<file path="src/rtl/cke_tracker_pkg.sv">
package cke_tracker_pkg;

    typedef enum logic [2:0] {
        ST_UNINIT = 3'd0,
        ST_IDLE   = 3'd1,
        ST_RW     = 3'd2,
        ST_PDOWN  = 3'd3,
        ST_SREF   = 3'd4,
        ST_SUSP   = 3'd5,
        ST_DPD    = 3'd6,
        ST_SRX    = 3'd7
    } pwr_state_t;

    typedef enum logic [2:0] {
        CM_NOP   = 3'd0,
        CM_INH   = 3'd1,
        CM_ACT   = 3'd2,
        CM_RD    = 3'd3,
        CM_WR    = 3'd4,
        CM_BT    = 3'd5,
        CM_AREF  = 3'd6,
        CM_PRE   = 3'd7
    } mem_cmd_t;

    localparam int unsigned MIN_EXIT_EDGES = 2;

    function automatic logic is_quiet(input mem_cmd_t c);
        return (c == CM_NOP) || (c == CM_INH);
    endfunction

    function automatic logic is_lowpower(input pwr_state_t s);
        return (s == ST_PDOWN) || (s == ST_SREF) || (s == ST_SUSP) || (s == ST_DPD);
    endfunction

endpackage

</file>
<file path="src/rtl/cke_history.sv">
module cke_history (
    input  logic clk,
    input  logic rst,
    input  logic cke,
    output logic cke_prev
);
    always_ff @(posedge clk) begin
        if (rst) cke_prev <= 1'b0;
        else     cke_prev <= cke;
    end
endmodule

</file>
<file path="src/rtl/exit_window.sv">
module exit_window #(
    parameter int unsigned CNT_W = 8
) (
    input  logic             clk,
    input  logic             rst,
    input  logic             load,
    input  logic [CNT_W-1:0] load_val,
    input  logic             step,
    output logic             last
);
    logic [CNT_W-1:0] remain_q;

    always_ff @(posedge clk) begin
        if (rst)
            remain_q <= '0;
        else if (load)
            remain_q <= load_val;
        else if (step && remain_q != '0)
            remain_q <= remain_q - 1'b1;
    end

    assign last = (remain_q == CNT_W'(1));
endmodule

</file>
<file path="src/rtl/trans_decode.sv">
module trans_decode
    import cke_tracker_pkg::*;
(
    input  pwr_state_t cur_state,
    input  logic       cke_prev,
    input  logic       cke_now,
    input  mem_cmd_t   cmd,
    input  logic       win_last,
    output pwr_state_t nxt_state,
    output logic       illegal,
    output logic       win_load,
    output logic       win_step
);
    logic hh, hl, ll, lh;

    always_comb begin
        hh = cke_prev & cke_now;
        hl = cke_prev & ~cke_now;
        ll = ~cke_prev & ~cke_now;
        lh = ~cke_prev & cke_now;
        nxt_state = cur_state;
        illegal   = 1'b0;
        win_load  = 1'b0;
        win_step  = 1'b0;
        unique case (cur_state)
            ST_UNINIT: begin
                if (cke_now && cmd == CM_PRE) nxt_state = ST_IDLE;
            end
            ST_IDLE: begin
                if (hh) begin
                    if (cmd == CM_ACT || cmd == CM_RD || cmd == CM_WR) nxt_state = ST_RW;
                end else if (hl) begin
                    if (is_quiet(cmd))        nxt_state = ST_PDOWN;
                    else if (cmd == CM_AREF)  nxt_state = ST_SREF;
                    else if (cmd == CM_BT)    nxt_state = ST_DPD;
                    else                      illegal   = 1'b1;
                end else begin
                    illegal = 1'b1;
                end
            end
            ST_RW: begin
                if (hh) begin
                    if (cmd == CM_PRE)       nxt_state = ST_IDLE;
                    else if (cmd == CM_AREF) illegal   = 1'b1;
                end else if (hl) begin
                    nxt_state = ST_SUSP;
                end else begin
                    illegal = 1'b1;
                end
            end
            ST_PDOWN, ST_SREF, ST_SUSP, ST_DPD: begin
                if (lh) begin
                    unique case (cur_state)
                        ST_PDOWN: if (is_quiet(cmd)) nxt_state = ST_IDLE; else illegal = 1'b1;
                        ST_SREF: begin
                            if (is_quiet(cmd)) begin
                                nxt_state = ST_SRX;
                                win_load  = 1'b1;
                            end else begin
                                illegal = 1'b1;
                            end
                        end
                        ST_SUSP: nxt_state = ST_RW;
                        default: nxt_state = ST_UNINIT;
                    endcase
                end else if (!ll) begin
                    illegal = 1'b1;
                end
            end
            ST_SRX: begin
                if (!cke_now) begin
                    illegal = 1'b1;
                end else begin
                    win_step = 1'b1;
                    if (!is_quiet(cmd)) illegal = 1'b1;
                    if (win_last) nxt_state = ST_IDLE;
                end
            end
            default: nxt_state = ST_UNINIT;
        endcase
    end
endmodule

</file>
<file path="src/rtl/cke_power_tracker.sv">
module cke_power_tracker
    import cke_tracker_pkg::*;
#(
    parameter int unsigned CNT_W = 8
) (
    input  logic             clk,
    input  logic             rst,
    input  logic             cke,
    input  logic [2:0]       cmd,
    input  logic [CNT_W-1:0] exit_cycles,
    output logic [2:0]       state_o,
    output logic             ready_o,
    output logic             err_o,
    output logic             init_req_o
);
    localparam logic [CNT_W-1:0] MIN_WIN = CNT_W'(MIN_EXIT_EDGES);

    pwr_state_t       state_q, state_d;
    logic             cke_prev, illegal, win_load, win_step, win_last, err_q;
    logic [CNT_W-1:0] win_len;

    assign win_len = (exit_cycles < MIN_WIN) ? MIN_WIN : exit_cycles;

    cke_history u_hist (
        .clk      (clk),
        .rst      (rst),
        .cke      (cke),
        .cke_prev (cke_prev)
    );

    trans_decode u_dec (
        .cur_state (state_q),
        .cke_prev  (cke_prev),
        .cke_now   (cke),
        .cmd       (mem_cmd_t'(cmd)),
        .win_last  (win_last),
        .nxt_state (state_d),
        .illegal   (illegal),
        .win_load  (win_load),
        .win_step  (win_step)
    );

    exit_window #(.CNT_W(CNT_W)) u_win (
        .clk      (clk),
        .rst      (rst),
        .load     (win_load),
        .load_val (win_len),
        .step     (win_step),
        .last     (win_last)
    );

    always_ff @(posedge clk) begin
        if (rst) begin
            state_q <= ST_UNINIT;
            err_q   <= 1'b0;
        end else begin
            state_q <= state_d;
            err_q   <= illegal;
        end
    end

    assign state_o    = state_q;
    assign err_o      = err_q;
    assign ready_o    = (state_q == ST_IDLE) || (state_q == ST_RW);
    assign init_req_o = (state_q == ST_UNINIT);
endmodule

</file>
<file path="config.mk">
export PLATFORM = sky130hd
export DESIGN_NAME = cke_power_tracker
export DESIGN_NICKNAME = d
export VERILOG_FILES = /design/src/rtl/cke_tracker_pkg.sv /design/src/rtl/cke_history.sv /design/src/rtl/exit_window.sv /design/src/rtl/trans_decode.sv /design/src/rtl/cke_power_tracker.sv
export SDC_FILE = /design/constraint.sdc
export NUM_CORES = 1
export LEC_CHECK = 0
export ABC_CLOCK_PERIOD_IN_PS = 4000
export BUFFER_PORTS_ARGS = -buffer_cell sky130_fd_sc_hd__buf_2
export CORE_MARGIN = 2
export CORE_UTILIZATION = 57
export DETAILED_ROUTE_END_ITERATION = 10
export PLACE_DENSITY = 0.81
export SLEW_MARGIN = 15
export SYNTH_ARGS = -nofsm -noshare
export SYNTH_HDL_FRONTEND = slang
export SYNTH_SLANG_ARGS = --single-unit
</file>
<file path="constraint.sdc">
create_clock -name clk -period 4 [get_ports clk]
set_input_delay 0.4 -clock clk [delete_from_list [all_inputs] [get_ports clk]]
set_output_delay 0.4 -clock clk [all_outputs]
set_load 0.03 [all_outputs]
</file>
==> run summary, run 1 <==
===============================================================================================
Outcome .......................................................................... finished, final reports clean
Final hold slack .................................................................     0.420 ns
Sum of negative setup slack ......................................................         0 ns
Initial drt markers ..............................................................           38
Clk buf depth ....................................................................            2
Most common library cell in the layout ignoring fill and taps ....................        buf_2
Leakage component of the power ...................................................     0.439 nW
Post-layout min period ...........................................................      2.09 ns
DPL Wire Length ..................................................................      2.00 mm
Number of H-tree branching levels ................................................            1
Number of flops mapped to enable cells by yosys ..................................            0
Crit-path slowest cell ...........................................................      dfxtp_1
TritonCTS clock tree .............................................................        built
Total wire length after detailed routing .........................................      2.66 mm
Vias/cell ........................................................................         6.15
Total nets after synthesis .......................................................          153
CP startpoint kind ...............................................................     register
Post-route clock skew ............................................................   0.00582 ns
Number of rows created at floorplan ..............................................           15
Most frequent cells in the layout ................................................ 19 x buf_2, 16 x nand2_1, 13 x dfxtp_1, 12 x nor2_1, 7 x a21oi_1
Syn Std Cell Area ................................................................     1100 um2
Die Area .........................................................................     2300 um2
Clock input transition at the sequential cells of the worst setup and hold paths .      0.09 ns
Setup bufs post-CTS ..............................................................            0
Endpoint required time on the critical path ......................................      4.19 ns
Relative slew margins ............................................................        55.0%
Horizontal die dimension .........................................................      47.9 um
Total iterations of the first detailed-routing run ...............................            4
ANT cells ........................................................................            0
Post-CTS sizing ..................................................................            0
Gr ovfl total ....................................................................            0
Reg-to-reg critical path startpoint ..............................................   state_o[2]
Maximum cell stage delay along the critical path .................................      0.76 ns
Worst Path Max Fanout ............................................................           21
Hold path start .................................................................. exit_cycles[5]
Share of final-layout standard cells stronger than drive strength 1 ..............        20.0%
Number of cells produced by synthesis ............................................          136
GRT Total Usage ..................................................................        27.8%
Number of different library cells in the post-synthesis netlist ..................           52
Hold Path Cell Cnt ...............................................................            3
Endpoint kind of the worst setup timing path .....................................     register
Max Cap Violations ...............................................................            0
Number of ports placed on the die boundary .......................................           20
Post-layout instance area ........................................................     1200 um2
Clk_lat worst skew ...............................................................      0.28 ns
Endpoint of the worst-slack reg-to-reg timing path ............................... u_win.remain_q[7]
Syn-to-layout area delta .........................................................        8.76%
Number of port buffers ...........................................................           19
Fraction of the cycle the final worst path needs .................................        52.2%
Worst min-delay path endpoint .................................................... u_win.remain_q[5]
Total DRC errors in the routed layout ............................................            0
Data arrival time at the worst-slack endpoint ....................................      2.28 ns
Via count of the routed design ...................................................         1077
FF+latch count, synth ............................................................           13
Critical Path, Cell by Cell ...................................................... nand4_4 -> nor3_4 -> nand3_2 -> or4_1 -> a311oi_1
Prevailing post-synth register cell ..............................................      dfxtp_1
Proportion of synthesized flip-flops having asynchronous set or reset ............           0%
Launching element of the worst setup path ........................................   state_o[2]
Fraction of the yosys area taken by sequential cells .............................        23.7%
Cell area after placement ........................................................     1170 um2
Cell family with most CP delay ................................................... simple AND/OR/NAND/NOR gates
Remaining antenna violation count ................................................            0
Maximum number of pins on one net before global-route repair .....................           22
Total number of yosys warnings ...................................................            0
Critical path depth in cells .....................................................            5
Final hold vios ..................................................................            0
Wire length of the first global-routing pass .....................................      4.39 mm
Overall Power ....................................................................     0.440 mW
Clock tree root buffer cell ......................................................     clkbuf_4
Total CTS buffers ................................................................            3
Hold-fix buffer count after cts ..................................................            0
Effective utilization at floorplan ...............................................        62.3%
Std-Cell Core Area ...............................................................     1760 um2
PwrDens ..........................................................................   368 nW/um2
Min-Delay Path Class ............................................................. primary input to register
Average wire per cell in the routed design .......................................      15.2 um
Number of global-route vias before repair ........................................          946
Storage element area .............................................................      260 um2
Multi-input logic area ...........................................................      761 um2
Antenna violations before repair .................................................            0
Number of buffer and inverter stages on the critical path ........................            0
Final RePlAce weighted congestion ................................................        0.875
Max-slew violation count .........................................................            0
Avg Synthesized Cell Area ........................................................     8.09 um2
Final net count ..................................................................          168
Cell count of the worst reg-to-reg path ..........................................            5
TritonCTS sink count .............................................................           13
Peak ir drop on the vdd network ..................................................     0.288 mV
Final setup violation count ......................................................            0
Achievable frequency .............................................................      479 MHz
Class of the most critical setup path ............................................ register to register
Die Y-Extent .....................................................................      47.9 um
Flop-to-flop setup slack .........................................................      1.91 ns
Unrepaired setup endpoints after global routing ..................................        false
Fill cell total of the finished layout ...........................................          171
Actual slew at the worst max-slew pin ............................................     0.675 ns
===============================================================================================
## how the worst max path moves through the flow
stage | endpoint | slack (ns)
final | u_win.remain_q[7] | 1.91
after CTS | u_win.remain_q[7] | 1.94
after global routing | u_win.remain_q[1] | 1.74
after global placement | u_win.remain_q[7] | 2.06
after floorplan | init_req_o | 2.08
after detailed placement | state_o[2] | 1.95
## registers in the layout (all words and copies together) (netlist names)
name             flops
u_win.remain_q       8
u_hist.cke_prev      1
state_o              3
err_o                1
## cell usage after synthesis (all sizes together), types with 2 or more instances
cell,n,area share [%]
a2111oi,3,4.2
a211oi,2,1.4
a21oi,7,3.2
a31oi,3,2.3
and3,3,1.7
buf,6,4.1
clkbuf,3,1.0
dfxtp,13,24
ha,3,3.4
inv,6,2.0
mux2i,3,2.7
nand2,16,5.5
nand2b,3,1.7
nand3,4,2.3
nand4,2,2.5
nor2,12,4.1
nor2b,5,2.8
nor3,6,4.8
nor3b,3,2.0
o211ai,3,2.0
o21a,2,1.4
o21ai,3,1.4
o32a,2,1.8
or4,2,1.4
xor2,2,1.6
## layer usage
| metal | GRT usage, % | wire, um | vias up |
|---|---|---|---|
| met3 | 6.42 | 156 | 8 |
| met2 | 41.9 | 1210 | 42 |
| met5 | 0 | 0 | - |
| met4 | 10.8 | 62 | 0 |
| met1 | 38.4 | 1240 | 493 |
| li1 | - | - | 534 |
## where the power goes
group / total (mW) / internal, mW / switching (mW) / leakage (nW)
Sequential: 0.167 / 0.137 / 0.0296 / 0.105
Clock: 0.0846 / 0.0387 / 0.0458 / 0.0150
Combinational: 0.188 / 0.0749 / 0.113 / 0.319
## per-stage QoR
stage | worst slack [ns] | utilization [%] | std cells
2_1_floorplan | 2.08 | - | 136
3_3_place_gp | 2.06 | 66.3 | 171
3_5_place_dp | 1.95 | 66.3 | 171
4_1_cts | 1.94 | 67.8 | 175
5_1_grt | 1.74 | 67.8 | 175
6_report | 1.91 | 67.8 | 175
## worst register-to-register path: cells and delay by family, from the launching register on
kind	cells	cell delay (ns)
AO/OA/AOI/OAI	1	0.29
AND/OR/NAND/NOR	4	0.96
flip-flops	1	0.76
## cells by family (layout without fill, tap and decap cells)
group                    count (synthesis)  in the layout  synth area share [%]
flip-flops                              13             13                  23.7
adder cells (fa/ha/maj)                  3              3                  3.41
AO/OA/AOI/OAI                           38             38                  27.3
multiplexers                             3              3                  2.73
buffers and inverters                   15             29                  7.17
XOR/XNOR                                 3              3                  2.39
AND/OR/NAND/NOR                         61             61                  33.3
## final cells by class
type	count	share of cell area, %
multi-input cells	108	63.6
well taps	25	2.62
flip-flops and latches	13	21.8
clock buffers	4	2.20
repair buffers	19	7.95
inverters	6	1.88
(Power assumes the default switching activity.)
==> run 2, diff against run 1 <==
--- a/config.mk
+++ b/config.mk
@@ -5,12 +5,12 @@
 export SDC_FILE = /design/constraint.sdc
 export NUM_CORES = 1
 export LEC_CHECK = 0
-export ABC_CLOCK_PERIOD_IN_PS = 4000
+export ABC_CLOCK_PERIOD_IN_PS = 1900
 export BUFFER_PORTS_ARGS = -buffer_cell sky130_fd_sc_hd__buf_2
 export CORE_MARGIN = 2
-export CORE_UTILIZATION = 57
+export CORE_UTILIZATION = 49
 export DETAILED_ROUTE_END_ITERATION = 10
-export PLACE_DENSITY = 0.81
+export PLACE_DENSITY = 0.74
 export SLEW_MARGIN = 15
 export SYNTH_ARGS = -nofsm -noshare
 export SYNTH_HDL_FRONTEND = slang
==> constraint.sdc (replaced) <==
create_clock -name clk -period 1.9 [get_ports clk]
set_input_delay 0.19 -clock clk [delete_from_list [all_inputs] [get_ports clk]]
set_output_delay 0.19 -clock clk [all_outputs]
set_load 0.03 [all_outputs]
==> run summary, run 2 (synthesis results as in run 1) <==
===============================================================================================
Outcome .......................................................................... finished, final reports clean
CP startpoint kind ...............................................................     register
Gr ovfl total ....................................................................            0   unchanged
Final RePlAce weighted congestion ................................................        0.897   +2.5%
Std-Cell Core Area ...............................................................     2170 um2   +23%
Endpoint kind of the worst setup timing path .....................................     register
PwrDens ..........................................................................   764 nW/um2   +110%
Number of flip-flops in the largest register .....................................            8   unchanged
Achievable frequency .............................................................      570 MHz   +19%
DPL Wire Length ..................................................................      2.24 mm   +11%
Final net count ..................................................................          180   +7.1%
Wire length of the first global-routing pass .....................................      4.82 mm   +9.8%
GRT Total Usage ..................................................................        23.9%   -4.0 points
Part of the total power dissipated in combinational logic ........................        48.7%   +5.9 points
Post-layout instance area ........................................................     1300 um2   +8.7%
Final hold vios ..................................................................            0   unchanged
Relative slew margins ............................................................        71.1%   +16 points
Switch Pwr .......................................................................     0.405 mW   +120%
Worst Path Max Fanout ............................................................           10   -52%
Via count of the routed design ...................................................         1151   +6.9%
Internal .........................................................................     0.587 mW   +130%
Syn-to-layout area delta .........................................................        18.2%
Initial drt markers ..............................................................           25   -34%
Post-route clock skew ............................................................   0.00497 ns   -0.000858 ns
Number of port buffers ...........................................................           19   unchanged
Peak ir drop on the vdd network ..................................................     0.544 mV   +89%
Vias/cell ........................................................................         6.06   -1.6%
Register ranked first by flip-flop count ......................................... u_win.remain_q
Leakage component of the power ...................................................     0.503 nW   +15%
Endpoint required time on the critical path ......................................      2.10 ns   -2.09 ns
Hold-fix buffer count after cts ..................................................            0   unchanged
Remaining antenna violation count ................................................            0   unchanged
Unrepaired setup endpoints after global routing ..................................        false
Maximum number of pins on one net before global-route repair .....................           14   -36%
Most frequent cells in the layout ................................................ 19 x buf_2, 16 x nand2_1, 12 x nor2_1, 12 x buf_4, 9 x dfxtp_1
Number of global-route vias before repair ........................................         1126   +19%
Number of H-tree branching levels ................................................            1   unchanged
Flop-to-flop setup slack .........................................................      0.15 ns   -1.77 ns
Share of final-layout standard cells stronger than drive strength 1 ..............        29.0%   +9.0 points
Average wire per cell in the routed design .......................................      15.5 um   +1.6%
Fraction of the cycle the final worst path needs .................................        92.3%   +40 points
Max-slew violation count .........................................................            0   unchanged
TritonCTS clock tree .............................................................        built
Clock input transition at the sequential cells of the worst setup and hold paths .      0.09 ns   about the same
Die Area .........................................................................     2640 um2   +15%
Effective utilization at floorplan ...............................................        50.7%   -12 points
Fill cell total of the finished layout ...........................................          195   +14%
Switch share .....................................................................        40.8%   -2.0 points
Antenna violations before repair .................................................            0   unchanged
TritonCTS sink count .............................................................           13   unchanged
Most common library cell in the layout ignoring fill and taps ....................        buf_2
Clock tree root buffer cell ......................................................     clkbuf_4
Reg power frac ...................................................................        33.3%   -4.7 points
Sum of negative setup slack ......................................................         0 ns   unchanged
Actual slew at the worst max-slew pin ............................................     0.423 ns   -0.252 ns
Clk_lat worst skew ...............................................................      0.28 ns   about the same
Clock network fraction of total power ............................................        18.0%   -1.2 points
Number of ports placed on the die boundary .......................................           20   unchanged
Class of the most critical setup path ............................................ register to register
Final standard cell utilization of the core ......................................        59.9%   -7.9 points
Die Y-Extent .....................................................................      51.4 um   +7.2%
Horizontal die dimension .........................................................      51.4 um   +7.2%
Total DRC errors in the routed layout ............................................            0   unchanged
Cell area after placement ........................................................     1260 um2   +8.0%
ANT cells ........................................................................            0   unchanged
Min-Delay Path Class ............................................................. primary input to register
Clk buf depth ....................................................................            2   unchanged
Data arrival time at the worst-slack endpoint ....................................      1.96 ns   -0.32 ns
Post-layout min period ...........................................................      1.75 ns   -0.333 ns
Number of rows created at floorplan ..............................................           17   +2
Overall Power ....................................................................     0.993 mW   +130%
Final setup violation count ......................................................            0   unchanged
Total wire length after detailed routing .........................................      2.94 mm   +10%
Total iterations of the first detailed-routing run ...............................            4   unchanged
Total CTS buffers ................................................................            3   unchanged
Max Cap Violations ...............................................................            0   unchanged
===============================================================================================
[run 2: cell count changes in the layout (fill, tap and decap cells not counted)]
cell     change
buf_4       +12
nor3_1       -1
dfxtp_2      +4
dfxtp_1      -4
nor3_2       +1
[run 2: critical path: stages (launching register included)]
cell	delay, ns
dfxtp_1	0.38
buf_4	0.20
or3_1	0.38
o22ai_1	0.32
a2111oi_0	0.12
buf_4	0.15
nor3_1	0.13
[run 2: power by group through the flow]
stage | sequential, mW | combinational [mW] | clock (mW)
floorplan | 0.341 | 0.326 | 0
detailed placement | 0.333 | 0.483 | 0
finish | 0.330 | 0.484 | 0.179
global placement | 0.332 | 0.470 | 0
CTS | 0.328 | 0.484 | 0.176
global route | 0.334 | 0.524 | 0.193
[run 2: repair_timing]
action | 4_1_cts | 5_1_grt
gates resized for setup | 0 | 5
buffers inserted | 0 | 0
endpoints found under the setup margin | 0 | 6
[run 2: routing by layer]
layer | global-route usage (%) | part of all wire (%) | vias to the layer above
met5 | 0 | 0 | -
met4 | 13.2 | 4.3 | 0
met3 | 2.34 | 3.9 | 17
met2 | 44.7 | 51 | 43
met1 | 25.8 | 41 | 537
li1 | - | - | 554
[run 2: through the flow]
step | cells | hold WS, ns | worst slack [ns]
floorplan | 136 | 0.340 | 0.0175
global placement | 186 | 0.477 | 0.131
detailed placement | 186 | 0.483 | 0.0627
CTS | 190 | 0.189 | 0.0416
global route | 190 | 0.214 | 0.0326
finish | 190 | 0.177 | 0.147
[run 2: final timing paths]
kind                                        start  depth (start not counted)                 to
worst max register to register         state_o[2]                          6              err_o
worst min register to register  u_win.remain_q[7]                          2  u_win.remain_q[7]
worst min-delay path               exit_cycles[3]                          3  u_win.remain_q[3]
worst max-delay path                   state_o[2]                          6              err_o
[run 2: final cells by class]
cell class              count  area, um2  area share [%]
repair buffers             31        185            14.2
inverters                   6       22.5            1.73
flip-flops and latches     13        265            20.4
well taps                  28       35.0            2.69
multi-input cells         108        766            58.9
clock buffers               4       26.3            2.02
